File: src/rtl/vpt_pkg.sv
package vpt_pkg;
  localparam int VEC_W   = 8;
  localparam int NUM_VEC = 1 << VEC_W;
  localparam int CLS_W   = 4;

  typedef logic [VEC_W-1:0] vec_t;
  typedef logic [NUM_VEC-1:0] vec_map_t;

  // Priority class of a vector, kept in place (low nibble cleared).
  function automatic vec_t class_of(vec_t v);
    return {v[VEC_W-1 -: CLS_W], {(VEC_W-CLS_W){1'b0}}};
  endfunction
endpackage

File: src/rtl/vpt_rst_sync.sv
module vpt_rst_sync (
  input  logic clk,
  input  logic rst_n,
  output logic rst_sync_n
);
  logic [1:0] sync_q;

  always_ff @(posedge clk or negedge rst_n) begin
    if (!rst_n) sync_q <= 2'b00;
    else        sync_q <= {sync_q[0], 1'b1};
  end

  assign rst_sync_n = sync_q[1];
endmodule

File: src/rtl/vpt_find_top.sv
module vpt_find_top #(
  parameter int NUM    = 256,
  parameter int WORD_W = 32
) (
  input  logic [NUM-1:0]         bits,
  output logic                   found,
  output logic [$clog2(NUM)-1:0] idx
);
  localparam int NW  = NUM / WORD_W;
  localparam int WIW = $clog2(WORD_W);
  localparam int WSW = $clog2(NW);

  logic [NW-1:0]  word_any;
  logic [WIW-1:0] word_pos [NW];
  logic [WSW-1:0] sel;

  // Per-word reduction and in-word top-bit position.
  for (genvar w = 0; w < NW; w++) begin : g_word
    assign word_any[w] = |bits[w*WORD_W +: WORD_W];
    always_comb begin
      word_pos[w] = '0;
      for (int b = 0; b < WORD_W; b++) begin
        if (bits[w*WORD_W + b]) word_pos[w] = WIW'(b);
      end
    end
  end

  // Highest non-empty word wins.
  always_comb begin
    found = 1'b0;
    sel   = '0;
    for (int w = 0; w < NW; w++) begin
      if (word_any[w]) begin
        found = 1'b1;
        sel   = WSW'(w);
      end
    end
  end

  assign idx = {sel, word_pos[sel]};
endmodule

File: src/rtl/vpt_ppr_calc.sv
module vpt_ppr_calc
  import vpt_pkg::*;
(
  input  vec_t tpr,
  input  logic isr_found,
  input  vec_t isr_top,
  output vec_t ppr
);
  vec_t isr_cls;

  always_comb begin
    isr_cls = isr_found ? class_of(isr_top) : '0;
    if (class_of(tpr) >= isr_cls) ppr = tpr;
    else                          ppr = isr_cls;
  end
endmodule

File: src/rtl/vec_prio_tracker.sv
module vec_prio_tracker
  import vpt_pkg::*;
#(
  parameter int WORD_W = 32,
  parameter int BUS_W  = 32
) (
  input  logic             clk,
  input  logic             rst_n,
  input  logic             hw_en,
  input  logic             sw_en,
  input  logic             acc_valid,
  input  logic [7:0]       acc_vec,
  input  logic             acc_level,
  output logic             acc_taken,
  input  logic             ack,
  input  logic             eoi_wr,
  input  logic             tpr_wr,
  input  logic [BUS_W-1:0] tpr_data,
  input  logic             tpr4_wr,
  input  logic [3:0]       tpr4_data,
  output logic             dlv_valid,
  output logic [7:0]       dlv_vec,
  output logic [7:0]       ppr_out,
  output logic             eoi_bc_valid,
  output logic [7:0]       eoi_bc_vec
);
  localparam vec_map_t ONE = vec_map_t'(1);

  logic rst_q_n;
  vpt_rst_sync u_rst (.clk(clk), .rst_n(rst_n), .rst_sync_n(rst_q_n));

  // State registers and next values
  vec_map_t irr_q, isr_q, tmr_q;
  vec_map_t irr_n, isr_n, tmr_n;
  vec_t     tpr_q, tpr_n;
  vec_t     ppr_q, ppr_n;
  logic     bc_v_q, bc_v_n;
  vec_t     bc_vec_q, bc_vec_n;
  logic     map_en, tpr_en, bc_vec_en;

  logic irr_found, isr_found;
  vec_t irr_top, isr_top;
  logic enabled;
  logic ack_fire, eoi_fire, bc_hit;
  logic acc_en, acc_hit, acc_write;
  vec_map_t ack_mask, eoi_mask, acc_mask, irr_mid, tmr_mid;
  logic unused_tpr_hi;

  assign unused_tpr_hi = ^tpr_data[BUS_W-1:VEC_W];

  vpt_find_top #(.NUM(NUM_VEC), .WORD_W(WORD_W)) u_irr_top (
    .bits(irr_q), .found(irr_found), .idx(irr_top));
  vpt_find_top #(.NUM(NUM_VEC), .WORD_W(WORD_W)) u_isr_top (
    .bits(isr_q), .found(isr_found), .idx(isr_top));
  vpt_ppr_calc u_ppr (
    .tpr(tpr_q), .isr_found(isr_found), .isr_top(isr_top), .ppr(ppr_n));

  // Offer logic
  assign enabled   = hw_en & sw_en;
  assign dlv_vec   = irr_top;
  assign dlv_valid = enabled & irr_found & (class_of(irr_top) > ppr_q);

  // Acknowledge is applied before accept (same-vector ordering).
  assign ack_fire  = ack & dlv_valid;
  assign ack_mask  = ack_fire ? (ONE << irr_top) : '0;
  assign irr_mid   = irr_q & ~ack_mask;

  assign acc_en    = acc_valid & enabled;
  assign acc_hit   = irr_mid[acc_vec];
  assign acc_taken = acc_en & ~acc_hit;
  assign acc_write = acc_en & ~(acc_level & acc_hit);
  assign acc_mask  = acc_write ? (ONE << acc_vec) : '0;

  // End of interrupt retires the highest in-service vector.
  assign eoi_fire  = eoi_wr & isr_found;
  assign eoi_mask  = eoi_fire ? (ONE << isr_top) : '0;
  assign bc_hit    = eoi_fire & tmr_q[isr_top];
  assign tmr_mid   = bc_hit ? (tmr_q & ~eoi_mask) : tmr_q;

  always_comb begin
    irr_n = irr_mid | acc_mask;
    isr_n = (isr_q & ~eoi_mask) | ack_mask;
    if (acc_write && acc_level) tmr_n = tmr_mid | acc_mask;
    else                        tmr_n = tmr_mid & ~acc_mask;
    map_en = ack_fire | eoi_fire | acc_write;

    tpr_en = tpr_wr | tpr4_wr;
    if (tpr_wr) tpr_n = tpr_data[VEC_W-1:0];
    else        tpr_n = {tpr4_data, {(VEC_W-CLS_W){1'b0}}};

    bc_v_n    = bc_hit;
    bc_vec_n  = isr_top;
    bc_vec_en = bc_hit;
  end

  always_ff @(posedge clk or negedge rst_q_n) begin
    if (!rst_q_n) begin
      irr_q <= '0;
      isr_q <= '0;
      tmr_q <= '0;
    end else if (map_en) begin
      irr_q <= irr_n;
      isr_q <= isr_n;
      tmr_q <= tmr_n;
    end
  end

  always_ff @(posedge clk or negedge rst_q_n) begin
    if (!rst_q_n)    tpr_q <= '0;
    else if (tpr_en) tpr_q <= tpr_n;
  end

  always_ff @(posedge clk or negedge rst_q_n) begin
    if (!rst_q_n) ppr_q <= '0;
    else          ppr_q <= ppr_n;
  end

  always_ff @(posedge clk or negedge rst_q_n) begin
    if (!rst_q_n) begin
      bc_v_q   <= 1'b0;
      bc_vec_q <= '0;
    end else begin
      bc_v_q <= bc_v_n;
      if (bc_vec_en) bc_vec_q <= bc_vec_n;
    end
  end

  assign ppr_out      = ppr_q;
  assign eoi_bc_valid = bc_v_q;
  assign eoi_bc_vec   = bc_vec_q;
endmodule

File: config.mk
export PLATFORM = sky130hd
export DESIGN_NAME = vec_prio_tracker
export DESIGN_NICKNAME = d
export VERILOG_FILES = /design/src/rtl/vpt_pkg.sv /design/src/rtl/vpt_rst_sync.sv /design/src/rtl/vpt_find_top.sv /design/src/rtl/vpt_ppr_calc.sv /design/src/rtl/vec_prio_tracker.sv
export SDC_FILE = /design/constraint.sdc
export NUM_CORES = 2
export LEC_CHECK = 0
export BUFFER_PORTS_ARGS = -buffer_cell sky130_fd_sc_hd__buf_4
export CAP_MARGIN = 10
export CORE_MARGIN = 3
export CORE_UTILIZATION = 30
export CTS_CLUSTER_DIAMETER = 150
export DETAILED_ROUTE_END_ITERATION = 8
export PLACE_DENSITY_LB_ADDON = 0.25
export SYNTH_ARGS = -nofsm -noshare
export SYNTH_HDL_FRONTEND = slang
export SYNTH_HIERARCHICAL = 1
export SYNTH_SLANG_ARGS = --single-unit
export TNS_END_PERCENT = 5
File: constraint.sdc
create_clock -name clk -period 29 [get_ports clk]
set_input_delay 1.45 -clock clk [delete_from_list [all_inputs] [get_ports clk]]
set_output_delay 1.45 -clock clk [all_outputs]
set_load 0.005 [all_outputs]
; ---- After elaboration in Yosys (flattened, before gate mapping)
; Cells that the tools add are included.
[word_totals]
regBits = 795
latch_bits = 0
ramBits = 0
romBits = 0
word_cells = 605
n_memories = 0
[classes]
n_addsub = 0
multipliers = 0
div = 0
n_lt_le_gt_ge = 6
n_eq_ne = 0
shift = 3
muxes = 544
n_bitwise = 27
reduce_logical = 17
[ops]
columns = op, count
row1 = $mux 5, 260
row2 = $mux 256, 5
row3 = $and 256x256->256, 4
row4 = $not 256->256, 3
row5 = $or 256x256->256, 3
row6 = $shl 1x8->256 const A, 3
row7 = $mux 4, 128
row8 = $reduce_or 32->1, 16
row9 = $mux 3, 72
row10 = $mux 2, 36
row11 = $mux 1, 36
row12 = $bmux 5 s3, 2
row13 = $mux 8, 3
row14 = $lt 8x9->1 const B, 2
row15 = $bmux 1 s8, 2
row16 = $and 1x1->1, 10
row17 = $ge 4x4->1 const B, 2
row18 = $ge 8x8->1, 1
row19 = $gt 8x8->1, 1
row20 = $not 3->4, 2
row21 = $or 1x1->1, 3
row22 = $not 1->1, 2
row23 = $logic_and 1x1->1, 1

; ---- Depth between registers and ports, before layout
[depth]
ltp_word = 49
mapped_depth = 27
mapped_depth_nobuf = 20

; ---- By module
; The synthesis kept the hierarchy.
[modules_own_cells]
columns = mod, instances, cells_per_inst, area_per_inst_um2
row1 = vec_prio_tracker, 1, 3915, 38559.5
row2 = vpt_find_top, 2, 538, 2985.4
row3 = vpt_ppr_calc, 1, 25, 211.5
row4 = vpt_rst_sync, 1, 3, 53.8

; ---- Worst setup path after synthesis
; OpenSTA, ideal clock, no wires.
[synth_timing]
path_type = flip-flop to output port
startpoint = register irr_q[189]
endpoint = output port acc_taken
arrival_ns = 5.717
required_time_ns = 27.550
slack_ns = 21.833
stages_incl_launch_ff = 22
n_path_buf = 3
cell_sequence = dfrtp_1 > nor4_1 > nand4_1 > or2_2 > o311ai_1 > and2_0 > buf_4 > o211ai_1 > o211ai_1 > ha_1 > and4b_4 > buf_2 > a2111oi_4 > nand2_1 > o211a_1 > o32a_1 > o311ai_1 > o41ai_1 > a32oi_2 > nand2_2 > clkbuf_1 > nor2_1
[synth_between]
elab_chain_len = 18
elab_cells_between_ends = 26
classes_between = order compare (1) / shift (1) / mux (15) / bitwise (8) / reduce/logical (1)
[synth_rtl]
columns = element, line
row1 = from (decl), vec_prio_tracker.sv:33  ; vec_map_t irr_q, isr_q, tmr_q;
row2 = from (signal assigned), vec_prio_tracker.sv:102  ; irr_q <= irr_n;
row3 = $reduce_or 32->1 *, vpt_find_top.sv:19  ; assign word_any[w] = |bits[w*WORD_W +: WORD_W];
row4 = $mux 3 * (3 in a row), vpt_find_top.sv:33  ; if (word_any[w]) begin
row5 = named net dlv_vec[6], vec_prio_tracker.sv:22  ; output logic [7:0] dlv_vec,
row6 = $not 3->4 (implied by the code) *, vpt_find_top.sv:40  ; assign idx = {sel, word_pos[sel]};
row7 = $bmux 5 s3 *, vpt_find_top.sv:40
row8 = $mux 5 (implied by the code) * (2 in a row), vpt_find_top.sv:40
row9 = named net dlv_vec[4], vec_prio_tracker.sv:22
row10 = $gt 8x8->1, vec_prio_tracker.sv:61  ; assign dlv_valid = enabled & irr_found & (class_of(irr_top) > ppr_q);
row11 = $and 1x1->1, vec_prio_tracker.sv:61
row12 = $and 1x1->1, vec_prio_tracker.sv:64  ; assign ack_fire = ack & dlv_valid;
row13 = $mux 256 *, vec_prio_tracker.sv:65  ; assign ack_mask = ack_fire ? (ONE << irr_top) : '0;
row14 = $not 256->256 *, vec_prio_tracker.sv:66  ; assign irr_mid = irr_q & ~ack_mask;
row15 = $and 256x256->256 *, vec_prio_tracker.sv:66
row16 = $bmux 1 s8 *, vec_prio_tracker.sv:69  ; assign acc_hit = irr_mid[acc_vec];
row17 = $mux 1 (implied by the code) *, vec_prio_tracker.sv:69
row18 = $not 1->1 *, vec_prio_tracker.sv:70  ; assign acc_taken = acc_en & ~acc_hit;
row19 = $and 1x1->1 *, vec_prio_tracker.sv:70
row20 = to (decl), vec_prio_tracker.sv:14  ; output logic acc_taken,
; The timed path passes the listed nets; every way through them passes the cells marked *. The select of a mux whose other input is x is not followed.

; ---- Worst setup path after layout
[layout_timing]
startpoint = register irr_q[231]
endpoint = output port acc_taken
[layout_between]
elab_chain_len = 36
elab_cells_between_ends = 44
classes_between = order compare (1) / shift (1) / mux (33) / bitwise (8) / reduce/logical (1)
[layout_rtl]
columns = element, line
row1 = $mux 3, vpt_find_top.sv:23  ; if (bits[w*WORD_W + b]) word_pos[w] = WIW'(b);
row2 = $mux 4 (8 in a row), vpt_find_top.sv:23
row3 = $mux 5 (16 in a row), vpt_find_top.sv:23
row4 = $bmux 5 s3, vpt_find_top.sv:40
row5 = $mux 5 (implied by the code) (2 in a row), vpt_find_top.sv:40
row6 = $shl 1x8->256, vec_prio_tracker.sv:65
row7 = $mux 256, vec_prio_tracker.sv:65
row8 = $not 256->256, vec_prio_tracker.sv:66
row9 = $and 256x256->256 *, vec_prio_tracker.sv:66
row10 = $bmux 1 s8 *, vec_prio_tracker.sv:69
row11 = $mux 1 (implied by the code) *, vec_prio_tracker.sv:69
row12 = $not 1->1 *, vec_prio_tracker.sv:70
row13 = $and 1x1->1 *, vec_prio_tracker.sv:70
; Every way passes the cells marked *; elsewhere a longest branch is shown, timed or not. The select of a mux whose other input is x is not followed.

==> impl_metrics.toml <==
[status]
outcome = "finished, final reports clean"

[final_layout]
drive_gt1_share_pct = 10.5
syn_to_final_growth_pct = 12.4
fillers = 15100
final_cells = 6899
final_common_cell = "o21ai_0"
final_cell_mix = "o21ai_0 (1065), dfrtp_1 (794), nand2_1 (450), nor2_1 (302), o221ai_1 (242)"
fin_nets = 4949

[die]
die_area_mm2 = 0.154
rows = 141
die_w_um = 392
die_h_um = 392
core-area_mm2 = 0.148
io_pins = 81
start_util_pct = 30.3

[timing]
finalCritPeriodShare_pct = 41.9
slew_viol_final = 0
final-setup-viol-count = 0
max_slew_margin_pct = 10.1
max_slew.worst_pin.slew_ps = 1340
finalSetupTns_ps = 0
rsz0062_at_grt = "no"
max_freq_ghz = 0.0823
timing_hold_violations_final = 0
fin_crit_ps = 12150
fin_skew_ps = 36.3
worst_hold_slack_ps = 351

[setup_path]
crit_arrival_ps = 10700
endpoint_kind = "output pin"
critPathRequiredTime_ps = 27550
critPathLaunchType = "register"
criticalPathCategory = "reg2out"
reg2reg_depth = 22
critPathMaxFanout = 25

[synthesis]
synth_xor_xnor_area_share_pct = 0
synth_compound_area_share_pct = 31.9
yosysWarnings = 6
synth-edff-count = 0
ys.flop_type = "dfrtp_1"
synth_nets = 5081
ys_async_sr_fraction_pct = 100
synth.avg_cell_area_um2 = 8.93
postSynthCellCount = 5019
synth_top_family_by_area = "compound AO/OA/AOI/OAI gates"
yosys.area_share.simple_pct = 14.5
synth_seq_area_share_pct = 44.4
synth_seq_cells = 795
synth_area_mm2 = 0.0448
synth_fa_ha_area_share_pct = 0.223
synth_cell_types = 99
synthMuxAreaShare_pct = 4.02

[placed_design]
routabilityCongestion = 1.01
portBuffers = 56
hpwl_um = 158000
dp.cells = 6720

[clock_tree]
ctsHoldBuffers = 0
cts_root_buffer = "clkbuf_16"
cts.sinks = 795
insertion_delay_ps = 730
cts_made_buffers = 94
clock_path_buffers = 3
htree_levels = 3
post_cts_resized = 0
tritoncts = "built"
clk_pin_slew_ps = 60
post_cts_buffers = 0

[detailed_routing]
wl_per_cell_um = 34.3
vias_per_cell = 6.76
first_pass_iters = 7
postRouteAntennaNets = 0
vias = 46600
drc_errors = 0
wl_um = 237000
drt_iter0_drc = 7126

[grt]
grt_pass1_vias = 43600
antenna_found_initial = 16
grt_pass1_wl_um = 332000
grt-ovfl-total = 0
track_usage_pct = 29.8
grt_max_degree = 138

[worst_hold_path]
min_path_type = "reg2reg"
worstHoldPathCells = 0

[pwr]
power.leakage_nw = 19.5
peakVddDrop_mv = 0.586
pwr_density_cell_mw_per_mm2 = 147

[job]
drv_cap = 0
==> metrics by stage <==
step	setup slack, ps	power [W]	util, %	area (um^2)
after floorplan	5200	0.00379	-	44800
after global placement	18270	0.00589	31.9	47200
after detailed placement	18310	0.00591	31.9	47200
after CTS	17500	0.00716	34.0	50300
after global routing	16890	0.00746	34.0	50300
final	16850	0.00738	34.0	50400
==> final cells by class <==
class | count | area [um^2] | area share [%]
Inverter | 141 | 529 | 1.05
Clock buffer | 133 | 2740 | 5.45
Timing Repair Buffer | 175 | 1320 | 2.63
Sequential cell | 795 | 19900 | 39.5
Tap cell | 1930 | 2410 | 4.79
Antenna cell | 7 | 17.5 | 0.0348
Clock inverter | 38 | 427 | 0.847
Multi-Input combinational cell | 3680 | 23000 | 45.7
==> cell usage after synthesis (12+ instances only) <==
library cell,number,area (um^2)
o21ai_0,1065,5330
dfrtp_1,795,19900
nand2_1,455,1710
nor2_1,316,1190
clkbuf_1,312,1170
o221ai_1,242,2120
a21oi_1,164,821
inv_1,137,514
nor4_1,130,813
nand3_1,125,626
o21ai_1,121,606
nor3_1,104,521
o211ai_1,97,728
o31ai_1,68,510
mux4_2,65,1460
buf_2,59,295
nand4_1,54,338
o41ai_1,52,455
nand2b_1,40,250
a31oi_1,31,194
o22ai_1,31,194
o41ai_2,30,488
a211oi_1,27,203
o2bb2ai_1,27,236
a221oi_1,26,228
mux2i_1,22,220
a22oi_1,21,158
and2_1,20,125
buf_1,18,67.6
nor2b_1,18,113
a2111oi_0,15,131
a22o_1,14,123
o2111ai_1,14,123
or3_1,14,87.6
and3_1,12,75.1
o311ai_0,12,105
==> cells by family (layout without fill, tap and decap cells) <==
group / count (synthesis) / count (layout)
compound gates: 2212 / 2212
fa+ha+maj: 8 / 8
buf+inv: 544 / 487
flops: 795 / 795
mux: 97 / 97
other cells: 1 / 8
simple gates: 1362 / 1362
==> final timing paths <==
check,start,endpoint,slack (ps)
max in group asynchronous,u_rst/sync_q[1],isr_q[115],25310
max reg2reg,irr_q[231],register,17420
min,u_rst/sync_q[0],u_rst/sync_q[1],350
max,irr_q[231],acc_taken,16850
min reg2reg,u_rst/sync_q[0],u_rst/sync_q[1],350
min in group asynchronous,u_rst/sync_q[1],async pin,450
==> per-layer routing <==
layer	GRT usage, %	part of all wire, %
met5	0.159	0.019
met4	20.7	8.0
met3	9.51	13
met2	42.1	41
met1	38.5	38
==> report_power, final <==
part / internal (W) / total [W] / switching (W) / leakage, nW
sequential: 0.00118 / 0.00126 / 0.0000772 / 11.0
clock: 0.000729 / 0.00125 / 0.000520 / 1.56
combinational: 0.00111 / 0.00487 / 0.00376 / 6.96
==> worst max-delay path, stage by stage (launching register included) <==
cell and delay, ps:
dfrtp_1 490, nor4_1 870, nand3_1 420, nor3_1 900
o21a_1 580, inv_2 440, a211oi_1 390, a21o_1 120
o211ai_1 200, buf_4 310, ha_1 320, and4b_4 460
a2111o_1 840, nor2_1 160, buf_4 260, nand3_1 510
a31oi_1 250, a211oi_1 560, o211ai_1 520, a21oi_1 940
nor2_1 170, buf_4 190
(Power assumes the default switching activity.)
